==> src/rtl/tmr_irq_pkg.sv <==
`timescale 1ns/1ps
package tmr_irq_pkg;
    // Number of timers and of external interrupt channels.
    localparam int unsigned CHANS = 2;

    // Bit positions for channel 0. Channel 1 sits two bits higher.
    localparam int unsigned MODE_LSB = 0;
    localparam int unsigned EXTF_LSB = 1;
    localparam int unsigned RUN_LSB  = 4;
    localparam int unsigned TMRF_LSB = 5;
    localparam int unsigned STRIDE   = 2;

    // Edge tracker states: the last synchronized sample was high or low.
    typedef enum logic {
        ST_HI = 1'b0,
        ST_LO = 1'b1
    } pin_state_e;
endpackage

==> src/rtl/tic_tmr_flag.sv <==
`timescale 1ns/1ps
module tic_tmr_flag (
    input  logic clk,
    input  logic rst_n,
    input  logic wr_en,
    input  logic wr_run,
    input  logic wr_flag,
    input  logic ovf,
    input  logic ack,
    output logic run_o,
    output logic flag_o
);
    logic run_q;
    logic flag_q;

    // Run enable: software owned.
    always_ff @(posedge clk or negedge rst_n) begin
        if (!rst_n) begin
            run_q <= 1'b0;
        end else if (wr_en) begin
            run_q <= wr_run;
        end
    end

    // Overflow flag priority: hardware set, then acknowledge, then software.
    always_ff @(posedge clk or negedge rst_n) begin
        if (!rst_n) begin
            flag_q <= 1'b0;
        end else if (ovf) begin
            flag_q <= 1'b1;
        end else if (ack) begin
            flag_q <= 1'b0;
        end else if (wr_en) begin
            flag_q <= wr_flag;
        end
    end

    assign run_o  = run_q;
    assign flag_o = flag_q;
endmodule

==> src/rtl/tic_ext_chan.sv <==
`timescale 1ns/1ps
module tic_ext_chan
    import tmr_irq_pkg::*;
#(
    parameter int unsigned SYNC_STAGES = 2
) (
    input  logic clk,
    input  logic rst_n,
    input  logic pin_n,
    input  logic wr_en,
    input  logic wr_mode,
    input  logic wr_flag,
    input  logic ack,
    output logic mode_o,
    output logic flag_o
);
    logic [SYNC_STAGES-1:0] sync_q;
    logic                   smp;
    pin_state_e             state_q;
    pin_state_e             state_d;
    logic                   fall;
    logic                   mode_q;
    logic                   latch_q;

    // Synchronizer. It resets to the idle-high level so no false edge appears.
    always_ff @(posedge clk or negedge rst_n) begin
        if (!rst_n) begin
            sync_q <= '1;
        end else begin
            sync_q <= {sync_q[SYNC_STAGES-2:0], pin_n};
        end
    end
    assign smp = sync_q[SYNC_STAGES-1];

    // Edge tracker: state register.
    always_ff @(posedge clk or negedge rst_n) begin
        if (!rst_n) begin
            state_q <= ST_HI;
        end else begin
            state_q <= state_d;
        end
    end

    // Edge tracker: next state and the falling-edge event.
    always_comb begin
        state_d = state_q;
        fall    = 1'b0;
        unique case (state_q)
            ST_HI: begin
                if (!smp) begin
                    state_d = ST_LO;
                    fall    = 1'b1;
                end
            end
            ST_LO: begin
                if (smp) begin
                    state_d = ST_HI;
                end
            end
        endcase
    end

    // Mode select bit.
    always_ff @(posedge clk or negedge rst_n) begin
        if (!rst_n) begin
            mode_q <= 1'b0;
        end else if (wr_en) begin
            mode_q <= wr_mode;
        end
    end

    // Stored edge flag. It is held clear while the channel is in level mode.
    always_ff @(posedge clk or negedge rst_n) begin
        if (!rst_n) begin
            latch_q <= 1'b0;
        end else if (!mode_q) begin
            latch_q <= 1'b0;
        end else if (fall) begin
            latch_q <= 1'b1;
        end else if (ack) begin
            latch_q <= 1'b0;
        end else if (wr_en) begin
            latch_q <= wr_flag;
        end
    end

    assign mode_o = mode_q;
    assign flag_o = mode_q ? latch_q : ~smp;
endmodule

==> src/rtl/tmr_irq_ctl.sv <==
`timescale 1ns/1ps
module tmr_irq_ctl
    import tmr_irq_pkg::*;
#(
    parameter logic [7:0]  ADDR        = 8'h88,
    parameter int unsigned SYNC_STAGES = 2
) (
    input  logic       clk,
    input  logic       rst_n,
    input  logic [7:0] sfr_addr,
    input  logic       sfr_wr,
    input  logic [7:0] sfr_wdata,
    output logic [7:0] sfr_rdata,
    input  logic [1:0] tmr_ovf,
    input  logic [1:0] tmr_ack,
    input  logic [1:0] ext_pin_n,
    input  logic [1:0] ext_ack,
    output logic [1:0] tmr_run,
    output logic [1:0] tmr_irq,
    output logic [1:0] ext_irq
);
    logic       wr_hit;
    logic [7:0] regval;
    logic [1:0] ext_mode;

    assign wr_hit = sfr_wr && (sfr_addr == ADDR);

    for (genvar i = 0; i < CHANS; i++) begin : g_ch
        tic_tmr_flag u_tmr (
            .clk     (clk),
            .rst_n   (rst_n),
            .wr_en   (wr_hit),
            .wr_run  (sfr_wdata[RUN_LSB + STRIDE*i]),
            .wr_flag (sfr_wdata[TMRF_LSB + STRIDE*i]),
            .ovf     (tmr_ovf[i]),
            .ack     (tmr_ack[i]),
            .run_o   (tmr_run[i]),
            .flag_o  (tmr_irq[i])
        );

        tic_ext_chan #(.SYNC_STAGES(SYNC_STAGES)) u_ext (
            .clk     (clk),
            .rst_n   (rst_n),
            .pin_n   (ext_pin_n[i]),
            .wr_en   (wr_hit),
            .wr_mode (sfr_wdata[MODE_LSB + STRIDE*i]),
            .wr_flag (sfr_wdata[EXTF_LSB + STRIDE*i]),
            .ack     (ext_ack[i]),
            .mode_o  (ext_mode[i]),
            .flag_o  (ext_irq[i])
        );

        assign regval[RUN_LSB  + STRIDE*i] = tmr_run[i];
        assign regval[TMRF_LSB + STRIDE*i] = tmr_irq[i];
        assign regval[MODE_LSB + STRIDE*i] = ext_mode[i];
        assign regval[EXTF_LSB + STRIDE*i] = ext_irq[i];
    end

    assign sfr_rdata = (sfr_addr == ADDR) ? regval : 8'h00;
endmodule

==> config.mk <==
export PLATFORM = sky130hd
export DESIGN_NAME = tmr_irq_ctl
export DESIGN_NICKNAME = d
export VERILOG_FILES = /design/src/rtl/tmr_irq_pkg.sv /design/src/rtl/tic_tmr_flag.sv /design/src/rtl/tic_ext_chan.sv /design/src/rtl/tmr_irq_ctl.sv
export SDC_FILE = /design/constraint.sdc
export NUM_CORES = 1
export LEC_CHECK = 0
export ABC_CLOCK_PERIOD_IN_PS = 1500
export BUFFER_PORTS_ARGS = -buffer_cell sky130_fd_sc_hd__buf_2
export CORE_MARGIN = 3
export CORE_UTILIZATION = 35
export CTS_CLUSTER_DIAMETER = 40
export DETAILED_ROUTE_END_ITERATION = 6
export PLACE_DENSITY_LB_ADDON = 0.08
export SYNTH_ARGS = -nofsm -noshare
export SYNTH_HDL_FRONTEND = slang
export SYNTH_SLANG_ARGS = --single-unit
==> constraint.sdc <==
create_clock -name clk -period 1.5 [get_ports clk]
set_clock_uncertainty 0.05 [all_clocks]
set_input_delay 0 -clock clk [delete_from_list [all_inputs] [get_ports clk]]
set_output_delay 0 -clock clk [all_outputs]
set_load 0.05 [all_outputs]
==> results of run 1 <==
==> cells by family after synthesis <==
kind of cell	synth area share [%]
AND/OR/NAND/NOR	22.4
multiplexers	7.91
buffers and inverters	13.3
flip-flops	46.8
AO/OA/AOI/OAI	9.56
==> per-stage QoR <==
| step | setup slack [ns] | instance area, sq um |
|---|---|---|
| floorplan | 0.392 | 759 |
| global placement | 0.259 | 930 |
| detailed placement | 0.239 | 930 |
| CTS | 0.0898 | 1100 |
| global route | 0.00496 | 1100 |
| finish | 0.139 | 1100 |
==> synth_stat cells (all sizes together) <==
cell / n / share of area (%)
o21ai: 3 / 2.0
and2: 3 / 2.6
inv: 6 / 3.0
mux2: 4 / 7.9
and3: 7 / 6.9
nor3b: 2 / 2.0
dfrtp: 10 / 33
and4b: 2 / 2.6
nor4b: 2 / 6.3
nand2: 2 / 0.99
nand3b: 1 / 0.99
dfstp: 4 / 14
a311oi: 2 / 2.3
a311o: 2 / 2.6
a31oi: 2 / 1.6
o31ai: 1 / 0.99
buf: 9 / 10
==> worst max path at each step <==
stage / from / depth (start not counted) / to / slack [ns]
2_1_floorplan: sfr_addr[6] / 4 / g_ch[0].u_ext.mode_o$_DFFE_PN0P_ / 0.39
3_3_place_gp: sfr_addr[2] / 4 / g_ch[1].u_tmr.run_o$_DFFE_PN0P_ / 0.26
3_5_place_dp: sfr_addr[6] / 4 / g_ch[0].u_tmr.run_o$_DFFE_PN0P_ / 0.24
4_1_cts: g_ch[1].u_ext.mode_o$_DFFE_PN0P_ / 3 / sfr_rdata[3] / 0.09
5_1_grt: g_ch[0].u_ext.mode_o$_DFFE_PN0P_ / 3 / sfr_rdata[1] / 0.005
6_report: g_ch[0].u_ext.mode_o$_DFFE_PN0P_ / 3 / sfr_rdata[1] / 0.14
==> flip-flops by register name (all words and copies together) (netlist names) <==
name	count
g_ch.u_ext.sync_q	4
g_ch.u_tmr.run_o	2
g_ch.u_ext.state_q	2
g_ch.u_ext.mode_o	2
g_ch.u_ext.latch_q	2
g_ch.u_tmr.flag_o	2
==> power groups by stage <==
stage	sequential, mW	combinational, mW	clock, mW
after global placement	0.417	0.125	0
after floorplan	0.415	0.0801	0
final	0.411	0.155	0.200
after CTS	0.411	0.157	0.211
after global routing	0.414	0.167	0.229
after detailed placement	0.418	0.127	0
==> worst reg2reg max path: cells and delay by family (launching register included) <==
kind	cells	cell delay, ns
flip-flops	1	0.44
AO/OA/AOI/OAI	2	0.27
AND/OR/NAND/NOR	1	0.20
==> what timing repair did <==
item,CTS,global route
hold buffers,15,0
setup endpoints to repair,0,1
buffers inserted,0,0
endpoints found under the hold margin,24,0
resized for setup,0,1
==> layout make-up <==
cell class / count / area [sq um] / area share [%]
Tap cell: 27 / 33.8 / 3.06
Inverter: 6 / 22.5 / 2.04
Clock buffer: 3 / 22.5 / 2.04
Sequential cell: 14 / 355 / 32.2
Multi-Input combinational cell: 33 / 303 / 27.5
Timing Repair Buffer: 57 / 365 / 33.1
==> layer usage <==
metal,up-vias,track usage (%),routed length (um)
met5,-,0,0
met4,0,1.28,0
met3,0,5.13,136
met2,29,20.5,800
met1,287,15.0,678
li1,317,-,-
==> results.md, run 1 <==
* Clock Sinks at 14
* Power Total at 765 uW
* P&R area growth vs syn at 45.1%
* Fillers at 186
* Worst-path cell chain: o21ai_0, and2_1, buf_2
* CP arrival at 1.31 ns
* CP max-delay cell: dfrtp_1
* Gpl congestion at 0.691
* Delay of the slowest critical-path stage at 0.44 ns
* Antenna violations before repair at 0
* IO buf count at 40
* Sequential fraction of the synthesis area at 46.8%
* Fraction of layout cells with a size suffix above 1 at 55.8%
* Synth Net Count at 89
* Setup TNS at 0 ns
* HP Class: in -> async
* Final number of max-transition violations at 0
* Die H at 52.6 um
* Die area at 2760 sq um
* R2R setup slack at 0.43 ns
* Fin crit share at 90.8%
* Deepest clock path buffer count at 2
* HPWL Detailed at 1180 um
* Slew margin rel. at 79.4%
* Antenna Cells at 0
* Mapped Cells at 62
* Die X at 52.6 um
* RSZ-0062 raised after global routing: false
* Pre-Repair DR Iteration Count at 4
* Fmax at 735 MHz
* Top Family by Delay on Critical Path: flip-flops
* # IOs at 41
* CTS tree: built
* Residual DRC at 0
* Avg Inst Size Synth at 12.2 sq um
* Via count of the routed design at 633
* Netlist cell types at 19
* Crit path buffers/inverters at 1
* Setup-failing EPs final at 0
* Overall global routing resource usage at 12.2%
* Net count, final at 142
* WL final at 1620 um
* Cell Int Power at 570 uW
* WP data required at 1.45 ns
* Mapped cell area at 759 sq um
* Max Cap Viol at 0
* Clock power share at 26.1%
* Worst R2R End: g_ch[0].u_ext.latch_q$_DFFE_PN0P_
* WS Path Type: reg -> out
* Peak VDD IR at 0.000579 V
* Leak at 0.583 nW
* Synth Register Bits at 14
* Sequential cell fraction of total power at 53.7%
* Hold slack at 0.0906 ns
* Vias/cell at 4.52
* Total power divided by cell area at 694 nW/um^2
* First-pass GRT wire length at 2480 um
* GRT overflow at 0
* Reg-to-reg startpoint: g_ch[0].u_ext.mode_o$_DFFE_PN0P_
* Placed cell count at 122
* Sw frac at 25.5%
* Comb pwr share at 20.2%
* Wire per inst at 11.5 um
* Core Rows at 16
* Drt initial violations at 7
* Largest net degree at the start of global routing at 15
* Layout Utilization at 55.1%
* Min Tclk post-route at 1.36 ns
* TritonCTS Buffers at 3
* Final Hold Viols at 0
* Clock Latency Late Sink at 0.27 ns
* Fin cells at 140
* CORE AREA at 2000 sq um
* Worst Setup End Kind: output pin
* Clock transition at the registers of the reported paths at 0.07 ns
* Slew @ Worst Pin at 0.309 ns
* Commonest non-fill, non-tap cell in the layout: buf_2
* Number of synthesis warnings at 0
* CP Launch Type: flop
* CP Max Fanout at 7
* R2R cell count at 3
* Vias in the first global route at 590
* Status: completed
* Switch Pwr at 195 uW
* DRT antenna net count at 0
* Most frequent cells in the layout: buf_2, dlygate4sd3_1, dfrtp_1
* Initial cell density of the core at 37.9%
* CTS root buffer: clkbuf_4
* CTS H-tree lvls at 1
(Power assumes the default switching activity.)
==> run 2: changes to the inputs <==
==> constraint.sdc (replaced) <==
create_clock -name clk -period 1.5 [get_ports clk]
set_clock_uncertainty 0.05 [all_clocks]
set_input_delay 0.225 -clock clk [delete_from_list [all_inputs] [get_ports clk]]
set_output_delay 0.225 -clock clk [all_outputs]
set_load 0.05 [all_outputs]
==> results.md, run 2 (synthesis results as in run 1) <==
* GRT overflow at 0 (unchanged)
* Core Rows at 16 (unchanged)
* Initial cell density of the core at 37.9% (unchanged)
* Antenna Cells at 0 (unchanged)
* Die area at 2760 sq um (unchanged)
* Fillers at 184 (-1.1%)
* P&R area growth vs syn at 60.0%
* Deepest clock path buffer count at 2 (unchanged)
* Max FFs per register at 4 (unchanged)
* DP Area at 952 sq um (+2.4%)
* Final non-filler cell area at 1210 sq um (+10%)
* Gpl congestion at 0.689 (-0.28%)
* Worst Setup End Kind: output pin
* IO buf count at 40 (unchanged)
* Slew @ Worst Pin at 0.322 ns (+0.0128 ns)
* Vias/cell at 4.87 (+7.8%)
* Switch Pwr at 217 uW (+11%)
* Clock Sinks at 14 (unchanged)
* Final Hold Viols at 0 (unchanged)
* Setup ws final at 0.0203 ns (-0.118 ns)
* Peak VDD IR at 0.000506 V (-13%)
* CP Launch Type: input pin
* RSZ-0062 raised after global routing: true
* CP Max Fanout at 5 (-2)
* Largest net degree at the start of global routing at 15 (unchanged)
* Clock Latency Late Sink at 0.28 ns (about the same)
* CORE AREA at 2000 sq um (unchanged)
* Status: completed
* Via count of the routed design at 687 (+8.5%)
* Net count, final at 142 (unchanged)
* Clock power share at 32.3% (+6.2 points)
* Post-Place Setup Slack at -0.0676 ns (-0.306 ns)
* Setup-failing EPs final at 0 (unchanged)
* Residual DRC at 0 (unchanged)
* Vias in the first global route at 697 (+18%)
* HP Class: in -> reg
* WP data required at 1.22 ns (-0.23 ns)
* Commonest non-fill, non-tap cell in the layout: buf_2
* Fin crit share at 98.6% (+7.9 points)
* Sequential cell fraction of total power at 49.1% (-4.6 points)
* CTS H-tree lvls at 1 (unchanged)
* CTS tree: built
* TritonCTS Buffers at 3 (unchanged)
* Sw frac at 25.8% (+0.31 points)
* WS Path Type: in -> out
* Drt initial violations at 2 (-5)
* CP arrival at 1.20 ns (-0.11 ns)
* Pre-Repair DR Iteration Count at 4 (unchanged)
* Final number of max-transition violations at 0 (unchanged)
* Comb pwr share at 18.5% (-1.7 points)
* Slew margin rel. at 78.6% (-0.85 points)
* Leak at 0.618 nW (+6.0%)
* HPWL Detailed at 1370 um (+16%)
* Fraction of layout cells with a size suffix above 1 at 72.8% (+17 points)
* Antenna violations before repair at 0 (unchanged)
* CTS root buffer: clkbuf_4
* Overall global routing resource usage at 14.7% (+2.5 points)
* Die H at 52.6 um (unchanged)
* First-pass GRT wire length at 2880 um (+16%)
* Fmax at 676 MHz (-8.0%)
* Wire per inst at 13.5 um (+17%)
* Top reg by flops: g_ch.u_ext.sync_q
* Total power divided by cell area at 692 nW/um^2 (-0.28%)
* Clock transition at the registers of the reported paths at 0.09 ns (+0.02 ns)
* Most frequent cells in the layout: buf_2, buf_4, dfrtp_1
* Min Tclk post-route at 1.48 ns (+0.118 ns)
* Cell Int Power at 624 uW (+9.5%)
* Layout Utilization at 60.7% (+5.6 points)
* WL final at 1900 um (+18%)
* # IOs at 41 (unchanged)
* Die X at 52.6 um (unchanged)
* DRT antenna net count at 0 (unchanged)
* Max Cap Viol at 0 (unchanged)
==> run 2: cell count changes in the layout (fill, tap and decap cells not counted), moves of 3 or more <==
cell / previous run / this run
and2_4: 0 / 3
and3_2: 7 / 2
dlygate4sd3_1: 15 / 3
buf_4: 2 / 14
buf_6: 0 / 5
buf_2: 40 / 29
and3_4: 0 / 5
buf_8: 0 / 6
==> run 2: worst max-delay path: stages <==
cell     delay (ns)
buf_6          0.10
nor4b_4        0.35
buf_4          0.20
and3_4         0.19
buf_8          0.14
==> run 2: layout make-up <==
cell class / instances / area, sq um / share of cell area [%]
Clock buffer: 4 / 36.3 / 2.99
Inverter: 6 / 22.5 / 1.85
Multi-Input combinational cell: 33 / 338 / 27.8
Sequential cell: 14 / 358 / 29.5
Tap cell: 27 / 33.8 / 2.78
Timing Repair Buffer: 57 / 427 / 35.1
==> run 2: repair_timing <==
item	4_1_cts	5_1_grt
pin swaps	1	3
endpoints found under the hold margin	12	0
resized for setup	17	24
hold buffers	3	0
setup buffers	4	5
setup endpoints to repair	10	10
==> run 2: worst paths after layout <==
check | from | cells past startpoint | slack [ns] | to
setup / recovery | sfr_addr[6] | 5 | 0.02 | sfr_rdata[5]
hold / removal | ext_ack[1] | 2 | 0.08 | g_ch[1].u_ext.latch_q$_DFFE_PN0P_
setup reg to reg | g_ch[0].u_ext.sync_q[1]$_DFF_PN1_ | 4 | 0.40 | g_ch[0].u_ext.latch_q$_DFFE_PN0P_
hold reg to reg | g_ch[1].u_ext.sync_q[0]$_DFF_PN1_ | 0 | 0.31 | g_ch[1].u_ext.sync_q[1]$_DFF_PN1_
max in group asynchronous | rst_n | 2 | 0.80 | g_ch[0].u_ext.sync_q[0]$_DFF_PN1_
min in group asynchronous | rst_n | 2 | 0.31 | g_ch[1].u_ext.latch_q$_DFFE_PN0P_
==> run 2: layer usage <==
layer	GRT usage (%)	up-vias	routed length, um
li1	-	322	-
met1	16.8	333	713
met2	24.0	26	1020
met3	3.99	6	112
met4	8.94	0	54
met5	0	-	0
==> run 2: stage by stage <==
stage	hold slack (ns)	total power, mW	TNS, ns	std cells
floorplan	-0.121	0.495	0	62
global route	0.0720	0.894	-0.179	141
global placement	0.0908	0.544	-0.429	125
detailed placement	0.0886	0.548	-0.616	125
finish	0.0752	0.841	0	141
CTS	0.0668	0.841	-0.0518	136
==> run 2: power by group through the flow <==
stage                     Combinational [mW]  Clock, mW  Sequential [mW]
after global routing                   0.168      0.309            0.416
after global placement                 0.127          0            0.417
after floorplan                       0.0801          0            0.415
after detailed placement               0.130          0            0.418
after CTS                              0.143      0.287            0.411
final                                  0.156      0.272            0.413
==> run 3: changes to the inputs <==
Settings changed: ABC_CLOCK_PERIOD_IN_PS 1500 to 1200.
Clock period 1.5 ns to 1.2 ns, I/O delays scaled along.
==> results.md, run 3 (synthesis results as in run 1) <==
* Cell mode on critical path: buf_6
* Commonest non-fill, non-tap cell in the layout: buf_2
* Core Rows at 16 (unchanged)
* Vias in the first global route at 666 (-4.4%)
* WL final at 1800 um (-5.2%)
* Most frequent cells in the layout: buf_2, buf_4, dfrtp_1
* Global route hottest layer: met2
* HP Class: in -> reg
* Fmax at 713 MHz
* Slew margin rel. at 77.6% (-0.99 points)
* Initial cell density of the core at 37.9% (unchanged)
* Final Hold Viols at 0 (unchanged)
* CP arrival at 1.17 ns (-0.03 ns)
* CORE AREA at 2000 sq um (unchanged)
* Clock Sinks at 14 (unchanged)
* WS Path Type: in -> out
* Leak at 0.622 nW (+0.72%)
* Final number of max-transition violations at 0 (unchanged)
* HPWL Detailed at 1320 um (-3.3%)
* Reg-to-reg startpoint: g_ch[1].u_ext.mode_o$_DFFE_PN0P_
* WP data required at 0.97 ns (-0.25 ns)
* R2R cell count at 4 (unchanged)
* Fraction of layout cells with a size suffix above 1 at 70.8% (-2.0 points)
* Clock transition at the registers of the reported paths at 0.08 ns (about the same)
* CP Launch Type: input pin
* Largest net degree at the start of global routing at 15 (unchanged)
* Deepest clock path buffer count at 2 (unchanged)
* GRT overflow at 0 (unchanged)
* Setup-failing EPs final at 17 (+17)
* Die H at 52.6 um (unchanged)
* CTS H-tree lvls at 1 (unchanged)
* Residual DRC at 0 (unchanged)
* IO buf count at 40 (unchanged)
* Grt met1 use at 17.9% (+1.2 points)
* # IOs at 41 (unchanged)
* Peak VDD IR at 0.000601 V (+19%)
* Worst R2R End: g_ch[1].u_ext.latch_q$_DFFE_PN0P_
* Worst Hold Launch: ext_ack[1]
* Setup ws final at -0.202 ns (-0.223 ns)
* Grt met3 use at 4.56% (+0.57 points)
* Wire per inst at 12.9 um (-4.5%)
* CP max-delay cell: nor4b_4
* CTS tree: built
* Status: complete, but fails checks
* Drt initial violations at 6 (+4)
* Max FFs per register at 4 (unchanged)
* Vias/cell at 4.69 (-3.7%)
* DRT antenna net count at 0 (unchanged)
* CTS root buffer: clkbuf_4
* Antenna violations before repair at 0 (unchanged)
* Worst Hold End: g_ch[1].u_ext.latch_q$_DFFE_PN0P_
* Antenna Cells at 0 (unchanged)
* Max Cap Viol at 0 (unchanged)
* R2R setup slack at 0.07 ns (-0.33 ns)
* Via count of the routed design at 657 (-4.4%)
* Layout Utilization at 62.2% (+1.5 points)
* Total power divided by cell area at 839 nW/um^2 (+21%)
* Die X at 52.6 um (unchanged)
* Pre-Repair DR Iteration Count at 4 (unchanged)
* Hold depth at 2 (unchanged)
* Met2 Use GR at 25.6% (+1.7 points)
* Overall global routing resource usage at 14.7% (+0.086 points)
* TritonCTS Buffers at 3 (unchanged)
* Failing checks: negative setup slack
* First-pass GRT wire length at 2970 um (+2.9%)
* Clock Latency Late Sink at 0.28 ns (about the same)
* Top reg by flops: g_ch.u_ext.sync_q
* Die area at 2760 sq um (unchanged)
* Fin crit share at 117%
* Min Tclk post-route at 1.40 ns
* Delay of the slowest critical-path stage at 0.37 ns (+0.02 ns)
* Worst Setup End Kind: output pin
* Gpl congestion at 0.653 (-5.2%)
* CP Max Fanout at 8 (+3)
* Net count, final at 141 (-0.70%)
* Power Total at 1.05 mW (+24%)
* P&R area growth vs syn at 63.9%
* Worst-path cell chain: buf_6, nor4b_4, buf_6, and3_4, buf_8
* Slew @ Worst Pin at 0.335 ns (+0.0134 ns)
* RSZ-0062 raised after global routing: true
## run 3: report_power, final
part           total [mW]  switching [mW]  internal, mW
Combinational       0.206           0.102         0.105
Sequential          0.513          0.0138         0.499
Clock               0.326           0.141         0.184
Total                1.05           0.257         0.788
## run 3: timing repair
action,CTS,global route
endpoints found under the setup margin,14,19
setup buffers,1,1
pin swaps,9,8
resized for setup,37,7
hold buffers,3,0
endpoints found under the hold margin,12,0
## run 3: worst max-delay path by stage
stage	startpoint	endpoint	slack, ns	cells after the start
after floorplan	sfr_addr[6]	g_ch[0].u_ext.mode_o$_DFFE_PN0P_	-0.09	4
after global placement	sfr_addr[0]	g_ch[1].u_ext.mode_o$_DFFE_PN0P_	-0.33	4
after detailed placement	sfr_addr[6]	sfr_rdata[6]	-0.34	5
after CTS	sfr_addr[4]	sfr_rdata[4]	-0.20	5
after global routing	sfr_addr[1]	sfr_rdata[4]	-0.25	5
final	sfr_addr[4]	sfr_rdata[4]	-0.20	5
## run 3: cell type report
| cell class | instances | area (sq um) |
|---|---|---|
| clock buffers | 4 | 36.3 |
| multi-input cells | 33 | 342 |
| fillers | 169 | 757 |
| flip-flops and latches | 14 | 355 |
| inverters | 6 | 22.5 |
| well taps | 27 | 33.8 |
| repair buffers | 56 | 455 |
## run 3: through the flow
step / area [sq um] / std cells / TNS (ns) / hold slack (ns) / worst slack, ns
4_1_cts: 1220 / 139 / -2.36 / 0.0350 / -0.202
6_report: 1240 / 140 / -2.35 / 0.0368 / -0.202
3_3_place_gp: 1020 / 131 / -4.62 / 0.0339 / -0.330
2_1_floorplan: 783 / 62 / -0.473 / -0.166 / -0.0882
3_5_place_dp: 1020 / 131 / -4.81 / 0.0392 / -0.340
5_1_grt: 1240 / 140 / -3.35 / 0.0480 / -0.253
## run 3: worst max-delay path, delay by kind of cell
kind | cells | cell delay (ns)
simple gates | 2 | 0.56
buf+inv | 3 | 0.43
## run 3: routing by layer
metal  up-vias  routed length, um
li1        320                  -
met2        25                966
met4         0                  9
met3         2                120
met5         -                  0
met1       310                707
